**config.mk**
```make
export PLATFORM = sky130hd
export DESIGN_NAME = pll_reprog_seq
export DESIGN_NICKNAME = d
export VERILOG_FILES = /design/src/rtl/pll_seq_pkg.sv /design/src/rtl/pll_rate_lookup.sv /design/src/rtl/pll_rate_round.sv /design/src/rtl/pll_lock_timer.sv /design/src/rtl/pll_reprog_seq.sv
export SDC_FILE = /design/constraint.sdc
export NUM_CORES = 1
export LEC_CHECK = 0
export ABC_AREA = 0
export BUFFER_PORTS_ARGS = -buffer_cell sky130_fd_sc_hd__buf_4
export CAP_MARGIN = 20
export CORE_MARGIN = 1.5
export CORE_UTILIZATION = 35
export DETAILED_ROUTE_END_ITERATION = 7
export PLACE_DENSITY = 0.54
export SLEW_MARGIN = 20
export SYNTH_ARGS = -nofsm -noshare
export SYNTH_HDL_FRONTEND = slang
export SYNTH_SLANG_ARGS = --single-unit
```
**constraint.sdc**
```tcl
create_clock -name clk -period 2.05 [get_ports clk]
set_clock_uncertainty 0.15 [all_clocks]
set_input_delay 0.205 -clock clk [delete_from_list [all_inputs] [get_ports clk]]
set_output_delay 0.205 -clock clk [all_outputs]
set_load 0.01 [all_outputs]
```
**src/rtl/pll_seq_pkg.sv**
```systemverilog
package pll_seq_pkg;
   typedef enum logic [2:0] {
      S_IDLE,
      S_WN,
      S_WM,
      S_WOD,
      S_REL,
      S_WAIT,
      S_FIN
   } seq_state_t;
endpackage

```
**src/rtl/pll_rate_lookup.sv**
```systemverilog
module pll_rate_lookup #(
   parameter int RATE_W = 16,
   parameter int NW     = 9,
   parameter int MW     = 9,
   parameter int OW     = 2,
   parameter int DEPTH  = 4,
   parameter logic [DEPTH*RATE_W-1:0] TBL_RATE = '0,
   parameter logic [DEPTH*NW-1:0]     TBL_N    = '0,
   parameter logic [DEPTH*MW-1:0]     TBL_M    = '0,
   parameter logic [DEPTH*OW-1:0]     TBL_OD   = '0
) (
   input  logic [RATE_W-1:0] rate,
   input  logic [RATE_W-1:0] ref_rate,
   output logic              hit,
   output logic [NW-1:0]     n,
   output logic [MW-1:0]     m,
   output logic [OW-1:0]     od
);
   logic [DEPTH-1:0] match;

   for (genvar g = 0; g < DEPTH; g++) begin : g_cmp
      assign match[g] = (rate == TBL_RATE[g*RATE_W +: RATE_W]);
   end

   always_comb begin
      n  = '0;
      m  = '0;
      od = '0;
      for (int i = DEPTH - 1; i >= 0; i--) begin
         if (match[i]) begin
            n  = TBL_N[i*NW +: NW];
            m  = TBL_M[i*MW +: MW];
            od = TBL_OD[i*OW +: OW];
         end
      end
      hit = (|match) && (rate != '0) && (ref_rate != '0);
   end
endmodule

```
**src/rtl/pll_rate_round.sv**
```systemverilog
module pll_rate_round #(
   parameter int RATE_W = 16,
   parameter int DEPTH  = 4,
   parameter logic [DEPTH*RATE_W-1:0] TBL_RATE = '0
) (
   input  logic [RATE_W-1:0] q,
   output logic              found,
   output logic [RATE_W-1:0] rate
);
   logic [DEPTH-1:0] ge;

   for (genvar g = 0; g < DEPTH; g++) begin : g_ge
      assign ge[g] = (TBL_RATE[g*RATE_W +: RATE_W] >= q);
   end

   for (genvar g = 1; g < DEPTH; g++) begin : g_order
      if (TBL_RATE[g*RATE_W +: RATE_W] <= TBL_RATE[(g-1)*RATE_W +: RATE_W]) begin : g_bad
         $error("rate table rows must be strictly ascending");
      end
   end

   always_comb begin
      rate = TBL_RATE[0 +: RATE_W];
      for (int i = DEPTH - 1; i >= 0; i--) begin
         if (ge[i]) rate = TBL_RATE[i*RATE_W +: RATE_W];
      end
      found = |ge;
   end
endmodule

```
**src/rtl/pll_lock_timer.sv**
```systemverilog
module pll_lock_timer #(
   parameter int LIMIT = 24_000_000
) (
   input  logic clk,
   input  logic rst_n,
   input  logic run,
   output logic expired
);
   localparam int CW = (LIMIT > 1) ? $clog2(LIMIT) : 1;
   localparam logic [CW-1:0] LAST = CW'(LIMIT - 1);

   logic [CW-1:0] cnt;

   always_ff @(posedge clk or negedge rst_n) begin
      if (!rst_n)            cnt <= '0;
      else if (!run)         cnt <= '0;
      else if (cnt != LAST)  cnt <= cnt + 1'b1;
   end

   assign expired = run && (cnt == LAST);

   AST_TIMER_BOUND: assert property (@(posedge clk) disable iff (!rst_n)
      run && !expired |=> cnt != '0 || !run);
endmodule

```
**src/rtl/pll_reprog_seq.sv**
```systemverilog
module pll_reprog_seq
   import pll_seq_pkg::*;
#(
   parameter int RATE_W       = 16,
   parameter int NW           = 9,
   parameter int MW           = 9,
   parameter int OW           = 2,
   parameter int DEPTH        = 4,
   parameter int LOCK_TIMEOUT = 24_000_000,
   parameter logic [DEPTH*RATE_W-1:0] TBL_RATE = {16'd600, 16'd504, 16'd408, 16'd312},
   parameter logic [DEPTH*NW-1:0]     TBL_N    = {9'd2,  9'd1,  9'd1,  9'd2},
   parameter logic [DEPTH*MW-1:0]     TBL_M    = {9'd50, 9'd42, 9'd17, 9'd26},
   parameter logic [DEPTH*OW-1:0]     TBL_OD   = {2'd0,  2'd1,  2'd0,  2'd0},
   parameter logic [NW-1:0] INIT_N  = 9'd1,
   parameter logic [MW-1:0] INIT_M  = 9'd17,
   parameter logic [OW-1:0] INIT_OD = 2'd0
) (
   input  logic              clk,
   input  logic              rst_n,
   input  logic              req_valid,
   input  logic [RATE_W-1:0] req_rate,
   input  logic [RATE_W-1:0] ref_rate,
   input  logic              pll_lock,
   input  logic [RATE_W-1:0] rnd_in,
   output logic [NW-1:0]     pll_n,
   output logic [MW-1:0]     pll_m,
   output logic [OW-1:0]     pll_od,
   output logic              pll_rst,
   output logic              busy,
   output logic              done,
   output logic              fail,
   output logic [RATE_W-1:0] rnd_rate
);
   if (LOCK_TIMEOUT < 2) begin : g_bad_tmo
      $error("LOCK_TIMEOUT must be at least 2");
   end
   if (DEPTH < 1) begin : g_bad_depth
      $error("DEPTH must be at least 1");
   end

   localparam int SETW = NW + MW + OW;

   seq_state_t      st;
   logic            lk_hit;
   logic [NW-1:0]   lk_n;
   logic [MW-1:0]   lk_m;
   logic [OW-1:0]   lk_od;
   logic [SETW-1:0] tgt, prv, cur;
   logic            fb_q, fail_q, rst_q, tmo, rnd_found;

   pll_rate_lookup #(
      .RATE_W(RATE_W), .NW(NW), .MW(MW), .OW(OW), .DEPTH(DEPTH),
      .TBL_RATE(TBL_RATE), .TBL_N(TBL_N), .TBL_M(TBL_M), .TBL_OD(TBL_OD)
   ) u_lookup (
      .rate(req_rate), .ref_rate(ref_rate),
      .hit(lk_hit), .n(lk_n), .m(lk_m), .od(lk_od)
   );

   pll_rate_round #(
      .RATE_W(RATE_W), .DEPTH(DEPTH), .TBL_RATE(TBL_RATE)
   ) u_round (
      .q(rnd_in), .found(rnd_found), .rate(rnd_rate)
   );

   pll_lock_timer #(.LIMIT(LOCK_TIMEOUT)) u_timer (
      .clk(clk), .rst_n(rst_n), .run(st == S_WAIT), .expired(tmo)
   );

   assign cur = {pll_n, pll_m, pll_od};

   always_ff @(posedge clk or negedge rst_n) begin
      if (!rst_n) begin
         st     <= S_IDLE;
         pll_n  <= INIT_N;
         pll_m  <= INIT_M;
         pll_od <= INIT_OD;
         tgt    <= {INIT_N, INIT_M, INIT_OD};
         prv    <= {INIT_N, INIT_M, INIT_OD};
         rst_q  <= 1'b0;
         fb_q   <= 1'b0;
         fail_q <= 1'b0;
      end else begin
         unique case (st)
            S_IDLE: if (req_valid) begin
               if (lk_hit) begin
                  tgt   <= {lk_n, lk_m, lk_od};
                  prv   <= cur;
                  rst_q <= 1'b1;
                  fb_q  <= 1'b0;
                  st    <= S_WN;
               end else begin
                  fail_q <= 1'b1;
                  st     <= S_FIN;
               end
            end
            S_WN:  begin pll_n  <= tgt[SETW-1 -: NW]; st <= S_WM;  end
            S_WM:  begin pll_m  <= tgt[OW +: MW];     st <= S_WOD; end
            S_WOD: begin pll_od <= tgt[OW-1:0];       st <= S_REL; end
            S_REL: begin rst_q  <= 1'b0;              st <= S_WAIT; end
            S_WAIT: begin
               if (pll_lock) begin
                  fail_q <= fb_q;
                  st     <= S_FIN;
               end else if (tmo) begin
                  if (fb_q) begin
                     fail_q <= 1'b1;
                     st     <= S_FIN;
                  end else begin
                     fb_q  <= 1'b1;
                     tgt   <= prv;
                     rst_q <= 1'b1;
                     st    <= S_WN;
                  end
               end
            end
            S_FIN:   st <= S_IDLE;
            default: st <= S_IDLE;
         endcase
      end
   end

   assign pll_rst = rst_q;
   assign busy    = (st != S_IDLE);
   assign done    = (st == S_FIN);
   assign fail    = done && fail_q;

   AST_DONE_PULSE: assert property (@(posedge clk) disable iff (!rst_n)
      done |=> !done);
   AST_WRITE_UNDER_RST: assert property (@(posedge clk) disable iff (!rst_n)
      !$stable(cur) |-> pll_rst);
   AST_WAIT_RST_LOW: assert property (@(posedge clk) disable iff (!rst_n)
      (st == S_WAIT) |-> !pll_rst);
   AST_REJECT_KEEPS: assert property (@(posedge clk) disable iff (!rst_n)
      (st == S_IDLE && req_valid && !lk_hit) |=> done && fail && !pll_rst && $stable(cur));
   AST_SINGLE_FALLBACK: assert property (@(posedge clk) disable iff (!rst_n)
      (st == S_WAIT && tmo && !pll_lock && fb_q) |=> done && fail);
   AST_LOCK_OK: assert property (@(posedge clk) disable iff (!rst_n)
      (st == S_WAIT && pll_lock && !fb_q) |=> done && !fail);
   AST_ROUND_GE: assert property (@(posedge clk) disable iff (!rst_n)
      rnd_found |-> rnd_rate >= rnd_in);
endmodule

```
==> impl_results.md <==
- Status: complete, but fails checks
- Failing checks: negative setup slack
- Largest net degree at the start of global routing: 39
- DRT antenna net count: 0
- HP Start: req_valid
- # rows: a little over 40
- Sequential area share after synthesis: 0.491
- Synth cell types: 57
- Initial antenna violation count: 0
- Gate power share: 0.277
- Drt first pass iters: 4
- Period utilization: 1.08
- Global-route wire length before repair: 18800 µm
- CTS Root Cell: clkbuf_16
- PD cells: 783 nW/µm²
- NetSw: ~1.6 mW
- Internal reg-to-reg setup slack: -0.17 ns
- Antenna cells: 0
- Max cap viols: 0
- Flop and latch count out of synthesis: 91
- Post-Route WL: 11100 µm
- Clock share of power: 0.331
- Post-route setup slack: -0.166 ns
- Worst setup path category: reg2reg
- Die H: approximately 120 µm
- Synth Instances: ~440
- RR Startpoint: u_timer.cnt[0]
- Setup TNS after final layout: -3.03 ns
- Number of synthesized flops with an enable pin: 0
- Hold path cells: 3
- Asr flop ratio synth: 1.00
- Max stage delay on crit path: approximately 0.36 ns
- CP max FO: 6
- Setup crit start kind: register
- Core ar.: 12800 µm²
- Sink Count: 91
- Worst Reg-to-Reg Cells: 9
- Crit-path cells: ha_2 > nand3_2 > or2_4 > nor4_4 > o22a_2 > buf_4 > o21ai_4 > clkbuf_16 > a211o_1
- Hold worst-path end: st[0]
- DR WL/cell: between 10 and 15 µm
- Ys flop type: dfrtp_1
- Total die area: 14000 µm²
- Int Pwr: roughly 3.6 mW
- Inserted Clock Buffers: 9
- Layout cell share with drive strength beyond 1: 0.441
- Die X: about 120 µm
- Fin. Hold Viols: 0
- Fmax achieved: between 400 and 500 MHz
- Reg-to-Reg End: tgt[10]
- YS warnings: 0
- Highest-delay cell along the critical path: dfrtp_1
- Worst-Skew Late Latency: roughly 0.34 ns
- Cell Area, Synth: between 4000 and 5000 µm²
- Setup-failing EPs final: 27
- Fin. max-slew vios: 0
- Vias in the first global route: between 3000 and 4000
- CTS tree: built
- Total gr overflow: 0
- Power consumption: 5.15 mW
- Sequential Power Share: 0.392
- CTS clk-pin slew, worst paths: roughly 0.07 ns
- Area growth, synth to finish: 41.1%
- Total track usage: 0.163
- Vias per cell: approximately 5.1
- Peak VDD IR: approximately 530 µV
- Hold WC Path Type: in2reg
- Routability congestion estimate: 0.828
- DRT iter0 DRCs: 231
- Average size of a mapped cell: 10.6 µm²
- Sw Ratio: 0.308
- # H-tree levels: 3
- WP data arrival: 2.30 ns
- Fin crit period: 2.22 ns
- Nets: 644
- Initial Util: 0.364
- WP data required: between 2 and 2.5 ns
- Pre-CTS WS: -0.272 ns
- Clock Tree Buf Depth: 2
- HPWL after detailed placement: roughly 7800 µm
- Core Util, Final: 0.513
- Placed cell areas: between 5000 and 6000 µm²
- Via count: 3938
- CP endpoint kind: register
- Drt drc: 0
- Top Ports: between 90 and 100
- Lkg Pwr: between 3 and 4 nW
- Design area: about 6600 µm²
- Count of buffers from port buffering: 80
- RSZ-0062 raised after global routing: yes
-- per-stage QoR --
stage	instances	hold slack, ns
CTS	758	0.0818
global placement	738	0.0124
finish	768	0.0729
detailed placement	738	0.0160
global route	768	0.102
floorplan	447	-0.241
-- final cells by class --
| type | count | area (µm²) |
|---|---|---|
| well taps | 172 | 215 |
| fillers | 1140 | 6240 |
| repair buffers | 167 | 1400 |
| clock inverters | 7 | 88.8 |
| multi-input cells | 315 | 2340 |
| inverters | 7 | 30.0 |
| flip-flops and latches | 91 | 2290 |
| clock buffers | 9 | 225 |
-- state kept, by name (all words and copies together), names as in the netlist --
| register | count |
|---|---|
| pll_od | 2 |
| prv | 20 |
| fail_q | 1 |
| pll_rst | 1 |
| tgt | 20 |
| st | 3 |
| u_timer.cnt | 25 |
| fb_q | 1 |
| pll_n | 9 |
| pll_m | 9 |
-- layer usage --
metal  GRT usage  vias to the layer above  wire length (µm)
li1            -                     1890                 -
met1       0.218                     1917              5020
met2       0.266                      119              5270
met3      0.0343                       12               624
met4      0.0497                        0               140
met5           0                        -                 0
-- kinds of logic (layout without fill, tap and decap cells) --
group | Yosys count | count (layout) | share of synthesized area
mux | 48 | 48 | 0.119
flops | 91 | 91 | 0.491
other cells | 2 | 11 | 0.00161
buf+inv | 41 | 190 | 0.0464
xor+xnor | 19 | 19 | 0.0357
compound gates | 62 | 62 | 0.0950
simple gates | 174 | 174 | 0.209
fa+ha+maj | 1 | 1 | 0.00268
-- Yosys cell counts, types with 6 or more instances --
| cell type | number | share of area |
|---|---|---|
| buf_4 | 11 | 0.018 |
| nor3b_1 | 6 | 0.0097 |
| nand2_1 | 24 | 0.019 |
| nor3_1 | 6 | 0.0064 |
| nor2_1 | 45 | 0.036 |
| o21ai_0 | 10 | 0.011 |
| inv_1 | 6 | 0.0048 |
| a21oi_1 | 18 | 0.019 |
| and4_1 | 14 | 0.026 |
| mux2_2 | 39 | 0.094 |
| nor4_1 | 14 | 0.019 |
| a211o_1 | 15 | 0.028 |
| xor2_1 | 8 | 0.015 |
| clkbuf_1 | 15 | 0.012 |
| nand3_1 | 12 | 0.013 |
| and3_1 | 20 | 0.027 |
| dfstp_2 | 9 | 0.051 |
| dfrtp_1 | 82 | 0.44 |
| xnor2_1 | 11 | 0.021 |
-- timing repair --
item	in CTS	in global routing
hold endpoints to repair	27	0
hold buffers	2	0
endpoints found under the setup margin	24	37
setup buffers	3	9
pin swaps	5	28
gates resized for setup	11	30
gates cloned	0	1
-- worst max-delay path: cells and delay by family, from the launching register on --
kind                       cells  cell delay [ns]
buffers and inverters          2             0.28
DFF                            1             0.36
and+or+nand+nor                3             0.61
AOI/OAI and AO/OA              3             0.51
adders and majority gates      1             0.19
-- power groups by stage --
stage | Sequential, mW | Clock [mW] | Combinational (mW)
5_1_grt | 2.04 | 1.83 | 1.56
6_report | 2.02 | 1.71 | 1.43
4_1_cts | 2.01 | 1.75 | 1.36
3_3_place_gp | 2.04 | 0 | 1.34
3_5_place_dp | 2.04 | 0 | 1.34
2_1_floorplan | 2.02 | 0 | 0.689
-- how the worst max path moves through the flow --
stage                              start  endpoint  slack [ns]  cells after the start
after global routing      u_timer.cnt[0]    tgt[1]       -0.27                      9
after detailed placement     req_rate[3]    tgt[3]       -0.27                      8
after global placement       req_rate[3]    tgt[5]       -0.27                      8
after CTS                 u_timer.cnt[0]   tgt[12]       -0.21                      8
final                     u_timer.cnt[0]   tgt[10]       -0.17                      9
after floorplan           u_timer.cnt[0]   tgt[12]       -0.16                      8
-- cell usage in the layout, fill, tap and decap left out, types with 4 or more instances in the layout --
master / count
a31oi_1: 4
a21oi_1: 18
conb_1: 11
nand4_1: 5
nor3_1: 4
inv_1: 6
mux2_4: 5
a211o_1: 15
mux2_2: 39
and4_1: 14
buf_12: 7
dfstp_2: 9
nand3_1: 9
mux2i_1: 4
dfrtp_1: 82
nor4_1: 9
buf_4: 151
nand2_1: 24
xor2_1: 8
nand3b_1: 4
nor4_2: 4
o21ai_0: 7
clkbuf_16: 10
xnor2_1: 10
and3_1: 20
clkinvlp_4: 4
nor3b_1: 4
nor2_1: 43
No activity file was read; power rests on OpenSTA's default activity.
